File: config.mk
export PLATFORM = sky130hd
export DESIGN_NAME = erase_sequencer
export DESIGN_NICKNAME = d
export VERILOG_FILES = /design/src/rtl/erase_seq_pkg.sv /design/src/rtl/erase_step_timer.sv /design/src/rtl/erase_array.sv /design/src/rtl/erase_ctrl.sv /design/src/rtl/erase_sequencer.sv
export SDC_FILE = /design/constraint.sdc
export NUM_CORES = 1
export LEC_CHECK = 0
export CAP_MARGIN = 20
export CORE_MARGIN = 4
export CORE_UTILIZATION = 48
export CTS_CLUSTER_SIZE = 30
export DETAILED_ROUTE_END_ITERATION = 12
export DONT_BUFFER_PORTS = 1
export MAX_ROUTING_LAYER = met4
export PLACE_DENSITY = 0.65
export RECOVER_POWER = 50
export SLEW_MARGIN = 30
export SYNTH_ARGS = -nofsm -noshare
export SYNTH_HDL_FRONTEND = slang
export SYNTH_SLANG_ARGS = --single-unit
File: constraint.sdc
create_clock -name clk -period 2.7 [get_ports clk]
set_input_delay 0.135 -clock clk [delete_from_list [all_inputs] [get_ports clk]]
set_output_delay 0.135 -clock clk [all_outputs]
set_load 0.1 [all_outputs]
File: src/rtl/erase_seq_pkg.sv
package erase_seq_pkg;

  typedef enum logic [2:0] {
    SQ_IDLE,
    SQ_PROG,
    SQ_PVFY,
    SQ_ERASE,
    SQ_EVFY,
    SQ_SUSP
  } sq_state_t;

  // reset contents of the array at flat address a
  function automatic int unsigned seed_word(int unsigned a);
    return a * 37 + 5;
  endfunction

endpackage

File: src/rtl/erase_step_timer.sv
module erase_step_timer #(
  parameter int STEP_CYCLES = 3,
  parameter int WORDS = 4,
  localparam int WW = (WORDS > 1) ? $clog2(WORDS) : 1
) (
  input  logic          clk,
  input  logic          rst_n,
  input  logic          clear,
  input  logic          run,
  output logic          step_end,
  output logic          last_word,
  output logic [WW-1:0] word_idx
);
  localparam int CW = (STEP_CYCLES > 1) ? $clog2(STEP_CYCLES) : 1;

  logic [CW-1:0] cyc_q;

  assign step_end  = run && (cyc_q == CW'(STEP_CYCLES - 1));
  assign last_word = (word_idx == WW'(WORDS - 1));

  always_ff @(posedge clk or negedge rst_n) begin
    if (!rst_n) begin
      cyc_q    <= '0;
      word_idx <= '0;
    end else if (clear) begin
      cyc_q    <= '0;
      word_idx <= '0;
    end else if (run) begin
      if (step_end) begin
        cyc_q    <= '0;
        word_idx <= last_word ? '0 : word_idx + 1'b1;
      end else begin
        cyc_q <= cyc_q + 1'b1;
      end
    end
  end
endmodule

File: src/rtl/erase_array.sv
module erase_array #(
  parameter int DEPTH = 16,
  parameter int DATA_W = 8,
  localparam int AW = (DEPTH > 1) ? $clog2(DEPTH) : 1
) (
  input  logic              clk,
  input  logic              rst_n,
  input  logic              wr_en,
  input  logic [AW-1:0]     wr_addr,
  input  logic [DATA_W-1:0] wr_data,
  input  logic [AW-1:0]     vfy_addr,
  output logic [DATA_W-1:0] vfy_data,
  input  logic              rd_fire,
  input  logic [AW-1:0]     rd_addr,
  output logic              rsp_valid,
  output logic [DATA_W-1:0] rsp_data
);
  import erase_seq_pkg::*;

  logic [DATA_W-1:0] mem [DEPTH];

  assign vfy_data = mem[vfy_addr];

  always_ff @(posedge clk or negedge rst_n) begin
    if (!rst_n) begin
      for (int i = 0; i < DEPTH; i++) mem[i] <= DATA_W'(seed_word(i));
      rsp_valid <= 1'b0;
      rsp_data  <= '0;
    end else begin
      if (wr_en) mem[wr_addr] <= wr_data;
      rsp_valid <= rd_fire;
      if (rd_fire) rsp_data <= mem[rd_addr];
    end
  end
endmodule

File: src/rtl/erase_ctrl.sv
module erase_ctrl #(
  parameter int NUM_BLOCKS = 4,
  parameter int BLOCK_WORDS = 4,
  parameter int DATA_W = 8,
  parameter int MAX_RETRY = 2,
  localparam int BW = (NUM_BLOCKS > 1) ? $clog2(NUM_BLOCKS) : 1,
  localparam int WW = (BLOCK_WORDS > 1) ? $clog2(BLOCK_WORDS) : 1
) (
  input  logic              clk,
  input  logic              rst_n,
  input  logic              start,
  input  logic              suspend_req,
  input  logic              resume_req,
  input  logic [BW-1:0]     blk_in,
  input  logic              supply_ok,
  input  logic              vfy_fault,
  input  logic              step_end,
  input  logic              last_word,
  input  logic [WW-1:0]     word_idx,
  input  logic [DATA_W-1:0] vfy_data,
  output logic              run,
  output logic              tclear,
  output logic              busy,
  output logic              suspended,
  output logic              done,
  output logic              fail,
  output logic              supply_err,
  output logic              wr_en,
  output logic [DATA_W-1:0] wr_data,
  output logic              vfy_stb,
  output logic [BW-1:0]     cur_blk
);
  import erase_seq_pkg::*;

  localparam int RW = $clog2(MAX_RETRY + 1) > 0 ? $clog2(MAX_RETRY + 1) : 1;

  sq_state_t     state, saved, nxt;
  logic          pend;
  logic          bad;
  logic [RW-1:0] retries;
  logic          writing, verifying, mism, bad_now;
  logic          fin, fin_bad, retry_go, phase_pass;
  logic [DATA_W-1:0] vfy_exp;

  assign writing   = (state == SQ_PROG) || (state == SQ_ERASE);
  assign verifying = (state == SQ_PVFY) || (state == SQ_EVFY);
  assign run       = writing || verifying;
  assign busy      = (state != SQ_IDLE);
  assign suspended = (state == SQ_SUSP);
  assign tclear    = start && (state == SQ_IDLE);
  assign wr_en     = writing && step_end;
  assign wr_data   = (state == SQ_ERASE) ? '1 : '0;
  assign vfy_stb   = verifying && step_end;
  assign vfy_exp   = (state == SQ_EVFY) ? '1 : '0;
  assign mism      = vfy_fault || (vfy_data != vfy_exp);
  assign bad_now   = bad || (verifying && mism);

  always_comb begin
    nxt        = state;
    fin        = 1'b0;
    fin_bad    = 1'b0;
    retry_go   = 1'b0;
    phase_pass = 1'b0;
    unique case (state)
      SQ_PROG:  if (last_word) nxt = SQ_PVFY;
      SQ_ERASE: if (last_word) nxt = SQ_EVFY;
      SQ_PVFY, SQ_EVFY: begin
        if (last_word) begin
          if (!bad_now) begin
            phase_pass = 1'b1;
            if (state == SQ_PVFY) nxt = SQ_ERASE;
            else begin
              fin = 1'b1;
              nxt = SQ_IDLE;
            end
          end else if (retries < RW'(MAX_RETRY)) begin
            retry_go = 1'b1;
            nxt = (state == SQ_PVFY) ? SQ_PROG : SQ_ERASE;
          end else begin
            fin     = 1'b1;
            fin_bad = 1'b1;
            nxt     = SQ_IDLE;
          end
        end
      end
      default: nxt = state;
    endcase
  end

  always_ff @(posedge clk or negedge rst_n) begin
    if (!rst_n) begin
      state      <= SQ_IDLE;
      saved      <= SQ_IDLE;
      pend       <= 1'b0;
      bad        <= 1'b0;
      retries    <= '0;
      done       <= 1'b0;
      fail       <= 1'b0;
      supply_err <= 1'b0;
      cur_blk    <= '0;
    end else begin
      done <= 1'b0;
      unique case (state)
        SQ_IDLE: begin
          pend <= 1'b0;
          if (start) begin
            cur_blk    <= blk_in;
            retries    <= '0;
            bad        <= 1'b0;
            fail       <= 1'b0;
            supply_err <= 1'b0;
            if (!supply_ok) begin
              fail       <= 1'b1;
              supply_err <= 1'b1;
              done       <= 1'b1;
            end else begin
              state <= SQ_PROG;
            end
          end
        end
        SQ_SUSP: begin
          if (resume_req) state <= saved;
        end
        default: begin
          if (suspend_req) pend <= 1'b1;
          if (step_end) begin
            if (verifying) bad <= last_word ? 1'b0 : bad_now;
            if (retry_go) retries <= retries + 1'b1;
            else if (phase_pass) retries <= '0;
            if (fin) begin
              state <= SQ_IDLE;
              done  <= 1'b1;
              fail  <= fin_bad;
              pend  <= 1'b0;
            end else if (pend || suspend_req) begin
              state <= SQ_SUSP;
              saved <= nxt;
              pend  <= 1'b0;
            end else begin
              state <= nxt;
            end
          end
        end
      endcase
    end
  end

  logic unused_word;
  assign unused_word = ^word_idx;
endmodule

File: src/rtl/erase_sequencer.sv
module erase_sequencer #(
  parameter int NUM_BLOCKS = 4,
  parameter int BLOCK_WORDS = 4,
  parameter int DATA_W = 8,
  parameter int STEP_CYCLES = 3,
  parameter int MAX_RETRY = 2,
  localparam int BW = (NUM_BLOCKS > 1) ? $clog2(NUM_BLOCKS) : 1,
  localparam int WW = (BLOCK_WORDS > 1) ? $clog2(BLOCK_WORDS) : 1,
  localparam int AW = BW + WW
) (
  input  logic              clk,
  input  logic              rst_n,
  input  logic              start_i,
  input  logic              suspend_i,
  input  logic              resume_i,
  input  logic [BW-1:0]     blk_i,
  input  logic              supply_ok_i,
  input  logic              vfy_fault_i,
  input  logic              rd_valid_i,
  input  logic [AW-1:0]     rd_addr_i,
  output logic              rd_ready_o,
  output logic              rsp_valid_o,
  output logic [DATA_W-1:0] rsp_data_o,
  output logic              busy_o,
  output logic              suspended_o,
  output logic              done_o,
  output logic              fail_o,
  output logic              supply_err_o,
  output logic              wr_stb_o,
  output logic              vfy_stb_o
);
  localparam int DEPTH = NUM_BLOCKS * BLOCK_WORDS;

  logic              run, tclear, step_end, last_word;
  logic [WW-1:0]     word_idx;
  logic [BW-1:0]     cur_blk;
  logic [DATA_W-1:0] wr_data, vfy_data;
  logic [AW-1:0]     seq_addr;
  logic              rd_fire;

  assign seq_addr   = {cur_blk, word_idx};
  assign rd_ready_o = !(busy_o && (rd_addr_i[AW-1 -: BW] == cur_blk));
  assign rd_fire    = rd_valid_i && rd_ready_o;

  erase_step_timer #(
    .STEP_CYCLES(STEP_CYCLES),
    .WORDS      (BLOCK_WORDS)
  ) u_timer (
    .clk      (clk),
    .rst_n    (rst_n),
    .clear    (tclear),
    .run      (run),
    .step_end (step_end),
    .last_word(last_word),
    .word_idx (word_idx)
  );

  erase_ctrl #(
    .NUM_BLOCKS (NUM_BLOCKS),
    .BLOCK_WORDS(BLOCK_WORDS),
    .DATA_W     (DATA_W),
    .MAX_RETRY  (MAX_RETRY)
  ) u_ctrl (
    .clk        (clk),
    .rst_n      (rst_n),
    .start      (start_i),
    .suspend_req(suspend_i),
    .resume_req (resume_i),
    .blk_in     (blk_i),
    .supply_ok  (supply_ok_i),
    .vfy_fault  (vfy_fault_i),
    .step_end   (step_end),
    .last_word  (last_word),
    .word_idx   (word_idx),
    .vfy_data   (vfy_data),
    .run        (run),
    .tclear     (tclear),
    .busy       (busy_o),
    .suspended  (suspended_o),
    .done       (done_o),
    .fail       (fail_o),
    .supply_err (supply_err_o),
    .wr_en      (wr_stb_o),
    .wr_data    (wr_data),
    .vfy_stb    (vfy_stb_o),
    .cur_blk    (cur_blk)
  );

  erase_array #(
    .DEPTH (DEPTH),
    .DATA_W(DATA_W)
  ) u_array (
    .clk      (clk),
    .rst_n    (rst_n),
    .wr_en    (wr_stb_o),
    .wr_addr  (seq_addr),
    .wr_data  (wr_data),
    .vfy_addr (seq_addr),
    .vfy_data (vfy_data),
    .rd_fire  (rd_fire),
    .rd_addr  (rd_addr_i),
    .rsp_valid(rsp_valid_o),
    .rsp_data (rsp_data_o)
  );
endmodule

**Yosys cells after proc, flatten, opt, wreduce, memory -nomap -nowiden**

Index checks and enable logic that the tools add are counted.

- Reduce and logical (&&, ||, !) cells: 33
- Add/sub/neg operators: 3
- $lt $le $gt $ge: 4
- Bitwise logic cells: 5
- Eq/ne operators: 12
- Muxes and demuxes: 72

Operators by type and width:

| kind | number |
|---|---|
| $bwmux W128 | 1 |
| $bmux W8 S4 | 2 |
| $mux W8 | 7 |
| $mux W3 | 11 |
| $demux W8 S4 | 1 |
| $mux W1 | 30 |
| $mux W2 | 13 |
| $reduce_and A4 Y1 | 5 |
| $ge A5 B5 Y1 const B | 2 |
| $not A4 Y5 | 2 |
| $reduce_bool A2 Y1 | 5 |
| $pmux W3 S3 | 1 |
| $reduce_bool A3 Y1 | 3 |
| $logic_and A1 B1 Y1 | 8 |
| $ne A8 B8 Y1 | 1 |
| $pmux W1 S2 | 4 |
| $add A2 B1 Y2 const B | 3 |
| $eq A3 B2 Y1 const B | 2 |
| $eq A3 B3 Y1 const B | 2 |
| $logic_or A1 B1 Y1 | 6 |
| $ne A2 B2 Y1 const B | 3 |
| $pmux W3 S2 | 1 |
| $lt A5 B1 Y1 const B | 1 |
| $eq A2 B2 Y1 const B | 2 |
| 9 further kinds | 13 |

- Register bits after elaboration: 156
- Word-level logic and storage cells: 158

**Logic depth before layout (Yosys ltp)**

- Depth in word-level cells: 15
- Depth in mapped cells: 11
- Mapped depth without buffers: 9

**By module**

A second synthesis with hierarchy kept.

- Cell total of the unflattened synthesis: 598
- Area total of the unflattened synthesis: 8657.1 µm²

Modules (own cells, without submodules):

| module | cells each | times used | area an instance (µm²) |
|---|---|---|---|
| erase_array | 433 | 1 | 7247.0 |
| erase_ctrl | 142 | 1 | 1167.4 |
| erase_step_timer | 18 | 1 | 210.2 |
| erase_sequencer | 5 | 1 | 32.5 |

**Least setup slack after synthesis**

No wires, ideal clock.

- Path type: flip-flop to flip-flop
- Start: register u_ctrl.state[2]
- End: register u_array.rsp_data[2]
- Clock period less this slack: 3.299 ns
- Data required time: 2.575 ns
- Buffers on the path: 1
- Arrival: 3.174 ns
- Stages on the path, launching flop included: 8
- Slack: -0.599 ns
- Cell sequence: dfrtp_1 > clkbuf_1 > nor3_1 > inv_1 > nand3_1 > nand2_1 > inv_1 > mux2_2

- Word-level cells in the longest chain between the ends: 4

RTL lines:

| item | RTL line | source |
|---|---|---|
| from (decl) | erase_ctrl.sv:37 | `sq_state_t state, saved, nxt;` |
| from (signal assigned) | erase_ctrl.sv:122 | `if (resume_req) state <= saved;` |
| from (signal assigned) | erase_ctrl.sv:140 | `state <= nxt;` |
| $reduce_bool A3 Y1 | erase_ctrl.sv:48 | `assign busy = (state != SQ_IDLE);` |
| named net busy_o | erase_sequencer.sv:24 | `output logic busy_o,` |
| $logic_and A1 B1 Y1 | erase_sequencer.sv:42 | `assign rd_ready_o = !(busy_o && (rd_addr_i[AW-1 -: BW] == cur_blk));` |
| $logic_not A1 Y1 | erase_sequencer.sv:42 |  |
| named net rd_ready_o | erase_sequencer.sv:21 | `output logic rd_ready_o,` |
| $logic_and A1 B1 Y1 | erase_sequencer.sv:43 | `assign rd_fire = rd_valid_i && rd_ready_o;` |
| named net rd_fire | erase_sequencer.sv:39 | `logic rd_fire;` |
| to (signal assigned) | erase_array.sv:32 | `if (rd_fire) rsp_data <= mem[rd_addr];` |
| to (decl) | erase_array.sv:16 | `output logic [DATA_W-1:0] rsp_data` |

The timed path passes the listed nets, and every way through them passes these cells.
A chain may end at the register's enable or synchronous reset.

**Worst setup path after layout**

- Start: register u_timer.word_idx[1]
- End: register u_ctrl.state[1]

- Word-level cells in the longest chain between the ends: 15
- Elaborated cells on any way between the ends: 21
- Those cells by class: 2 x eq/ne; 15 x mux; 1 x bitwise; 3 x reduce/logical

RTL lines:

| item | RTL line | source |
|---|---|---|
| from (decl) | erase_step_timer.sv:12 | `output logic [WW-1:0] word_idx` |
| from (signal assigned) | erase_step_timer.sv:31 | `word_idx <= last_word ? '0 : word_idx + 1'b1;` |
| $not A4 Y5 (implied by the code) | erase_array.sv:22 | `assign vfy_data = mem[vfy_addr];` |
| $bmux W8 S4 | erase_array.sv:22 |  |
| $mux W8 (implied by the code) (2 in series) | erase_array.sv:22 |  |
| $ne A8 B8 Y1 | erase_ctrl.sv:55 | `assign mism = vfy_fault \|\| (vfy_data != vfy_exp);` |
| $logic_or A1 B1 Y1 | erase_ctrl.sv:55 |  |
| $logic_and A1 B1 Y1 | erase_ctrl.sv:56 | `assign bad_now = bad \|\| (verifying && mism);` |
| $logic_or A1 B1 Y1 | erase_ctrl.sv:56 |  |
| $mux W3 | erase_ctrl.sv:69 | `if (!bad_now) begin` |
| $mux W3 | erase_ctrl.sv:68 | `if (last_word) begin` |
| $pmux W3 S3 | erase_ctrl.sv:64 | `unique case (state)` |
| $mux W3 | erase_ctrl.sv:135 | `end else if (pend \|\| suspend_req) begin` |
| $mux W3 (*) | erase_ctrl.sv:130 | `if (fin) begin` |
| $mux W3 (*) | erase_ctrl.sv:126 | `if (step_end) begin` |
| $pmux W3 S2 (*) | erase_ctrl.sv:103 | `unique case (state)` |

Mark *: on every way between the ends. The rest lies on a longest branch, timed or not. The select of a mux whose other input is x is not followed.

==> impl_metrics.tcl <==
set metrics [dict create \
    status "complete, but fails checks" \
    violations "negative setup slack" \
    arrival_ns 3.15 \
    start_kind "register" \
    min_from "rd_addr_i[3]" \
    numPortBuffers 0 \
    seqPwrFrac_pct 24.5 \
    pre_cts_slack_ns -0.236 \
    route.detailed.drc 0 \
    drt_iter0_drc 375 \
    antenna_cells 0 \
    synth_edf_count 0 \
    synth_warnings 0 \
    reg2reg_slack_ns -0.19 \
    critPathCaptureType "register" \
    grt_antenna_before_repair 0 \
    hold_viol_final 0 \
    grt_pass1_wl_um 21100 \
    r2r_cells 10 \
    clock_tree.buffer_depth 2 \
    layout_setup_ws_ns -0.189 \
    drt_wl_total_um 12700 \
    cp_max_fo 5 \
    syn_to_final_growth_pct 22.9 \
    avgSynthCellArea_um2 9.11 \
    synth_ff_type "dfrtp_1" \
    timing.final.crit_period_ns 2.89 \
    initial_core_util_pct 50.2 \
    synthTopCellsByArea "dfrtp_1 (25%), mux2_2 (11%), dfstp_2 (9.5%)" \
    fin_skew_ns 0.0137 \
    tritoncts "done" \
    die_y_um 104 \
    relSlewSlack_pct 1.67 \
    clock.fmax_ghz 0.346 \
    async_flop_share_pct 100 \
    grt_overflow 0 \
    wire_per_inst_um 19.1 \
    internal_power_mw 2.83 \
    yosysUniqueCellTypes 65 \
    die-width_um 104 \
    cts.clk_slew.worst_paths_ns 0.08 \
    cts_buffers 9 \
    yosysSeqAreaShare_pct 34.3 \
    p_per_area_nw_per_um2 1010 \
    irDropWorstVdd_uv 825 \
    dp.cells 634 \
    fill_cells 751 \
    period_share_pct 107 \
    rr_startpoint "u_timer.word_idx[1]" \
    grt_use_total_pct 24.8 \
    cts_root_buf "clkbuf_8" \
    mostFrequentLayoutCell "buf_4" \
    gp_congestion 0.941 \
    dieArea_um2 10800 \
    stdcell_count 665 \
    clkPwrFrac_pct 14.7 \
    synth_area_leader_cell "dfrtp_1" \
    worstPathRequired_ns 2.96 \
    min_to "u_array.rsp_data[7]" \
    final_cell_mix "buf_4 (70), nand2_1 (68), mux2_2 (42), dfrtp_1 (42), a21oi_1 (32)" \
    grt_max_degree 61 \
    synthCells 487 \
    synth_top_area_share_pct 24.8 \
    drv_slew 0 \
    cts_sinks 60 \
    vias_per_cell 6.20 \
    grt_pass1_vias 4118 \
    setup_violations 10 \
    combPwrFrac_pct 60.9 \
    worstHoldPathCells 2 \
    clk_latency_ns 0.36 \
    tightest_slew_ns 1.47 \
    vias 4123 \
    crit_type "reg2reg" \
    p_switching_mw 2.67 \
    rsz0062_at_grt "yes" \
    netSwitchingFraction_pct 48.6 \
    cts_max_level 3 \
    p_leak_nw 2.35 \
    ant_nets 0 \
    r2r-end "u_ctrl.state[1]" \
    synth_area_um2 4440 \
    hp-class "in2reg" \
    rows 34 \
    io_pins 31 \
    max_cap_violations 0 \
    nets 571 \
    synth_nets 505 \
    yosys_register_bits 60 \
    firstDrtPassIters 5 \
    place_hpwl_um 9230 \
    layout-drive-gt1-share_pct 35.4 \
    core-area_um2 8850 \
]
==> how the worst max path moves through the flow <==
stage               slack, ns           startpoint              end
floorplan               -0.03  u_timer.word_idx[0]  u_ctrl.state[1]
global placement        -0.13  u_timer.word_idx[1]  u_ctrl.state[1]
detailed placement      -0.24  u_timer.word_idx[1]  u_ctrl.state[1]
CTS                     -0.15  u_timer.word_idx[1]  u_ctrl.state[1]
global route            -0.28  u_timer.word_idx[1]  u_ctrl.saved[0]
finish                  -0.19  u_timer.word_idx[1]  u_ctrl.state[1]
==> critical path, cell delays in order, from the launching register on <==
cell and delay [ns]:
dfrtp_2 0.41, buf_6 0.14, mux4_2 0.51, nand2_2 0.11, a21oi_4 0.06, a311o_1 0.31, nor4_4 0.36, o2111ai_4 0.17
and2_4 0.21, o311a_4 0.31, o31ai_2 0.22
==> area by class of cell <==
class,instances,area (µm²),share of cell area [%]
clock inverters,5,52.6,0.964
repair buffers,87,713,13.1
clock buffers,10,138,2.52
multi-input cells,378,2830,51.8
inverters,17,63.8,1.17
well taps,108,135,2.48
flip-flops and latches,60,1520,27.9
==> kinds of logic (layout without fill, tap and decap cells) <==
logic type	count (synthesis)	after routing	synth area share, %
multiplexers	65	65	19.0
AO/OA/AOI/OAI	130	130	20.6
flip-flops	60	60	34.3
adder cells (fa/ha/maj)	4	4	1.13
XOR/XNOR	5	5	0.987
buffers and inverters	49	119	4.60
AND/OR/NAND/NOR	174	174	19.4
==> cell usage after synthesis, drive strengths merged (11+ instances only) <==
library cell  instances
dfstp                16
mux4                 11
o21ai                27
nand2                71
mux2                 44
buf                  11
nand3                16
dfrtp                44
nand2b               21
inv                  17
nor2                 20
a21oi                35
clkbuf               21
==> per-layer routing <==
layer | share of wire (%) | vias up | global-route usage [%]
li1 | - | 1900 | -
met5 | 0 | - | -
met3 | 6.7 | 34 | 4.97
met1 | 43 | 2009 | 32.2
met4 | 3.0 | 0 | 10.1
met2 | 47 | 180 | 38.1
==> registers in the layout (all words and copies together) (netlist names) <==
register           cells
u_ctrl.pend            1
u_ctrl.retries         2
u_array.rsp_data       8
u_ctrl.bad             1
u_ctrl.saved           3
u_array.mem           32
u_ctrl.state           3
u_timer.cyc_q          2
u_ctrl.done            1
u_ctrl.fail            1
u_array.rsp_valid      1
u_timer.word_idx       2
u_ctrl.supply_err      1
u_ctrl.cur_blk         2
==> power groups by stage <==
stage / logic (mW) / clock network [mW] / registers [mW]
final: 3.35 / 0.808 / 1.34
after global routing: 3.58 / 0.869 / 1.37
after CTS: 3.23 / 0.825 / 1.34
after detailed placement: 3.02 / 0 / 1.36
after global placement: 2.99 / 0 / 1.35
after floorplan: 1.88 / 0 / 1.61
==> through the flow <==
step | setup TNS (ns) | hold WS, ns | total power, mW | util (%) | area, µm²
final | -1.21 | 0.00964 | 5.50 | 61.6 | 5450
after CTS | -0.687 | 0.00247 | 5.40 | 61.2 | 5420
after detailed placement | -1.54 | -0.159 | 4.37 | 56.4 | 4990
after floorplan | -0.0250 | -0.161 | 3.49 | - | 4450
after global routing | -2.18 | 0.0322 | 5.82 | 61.6 | 5450
after global placement | -0.688 | -0.159 | 4.34 | 56.4 | 4990
==> what timing repair did <==
action / in CTS / in global routing
setup endpoints to repair: 10 / 10
resized for setup: 20 / 10
hold endpoints to repair: 69 / 0
gates cloned: 1 / 0
hold buffers: 8 / 0
buffers inserted: 5 / 2
pin swaps: 16 / 3
Power figures use the tool's default switching activity.
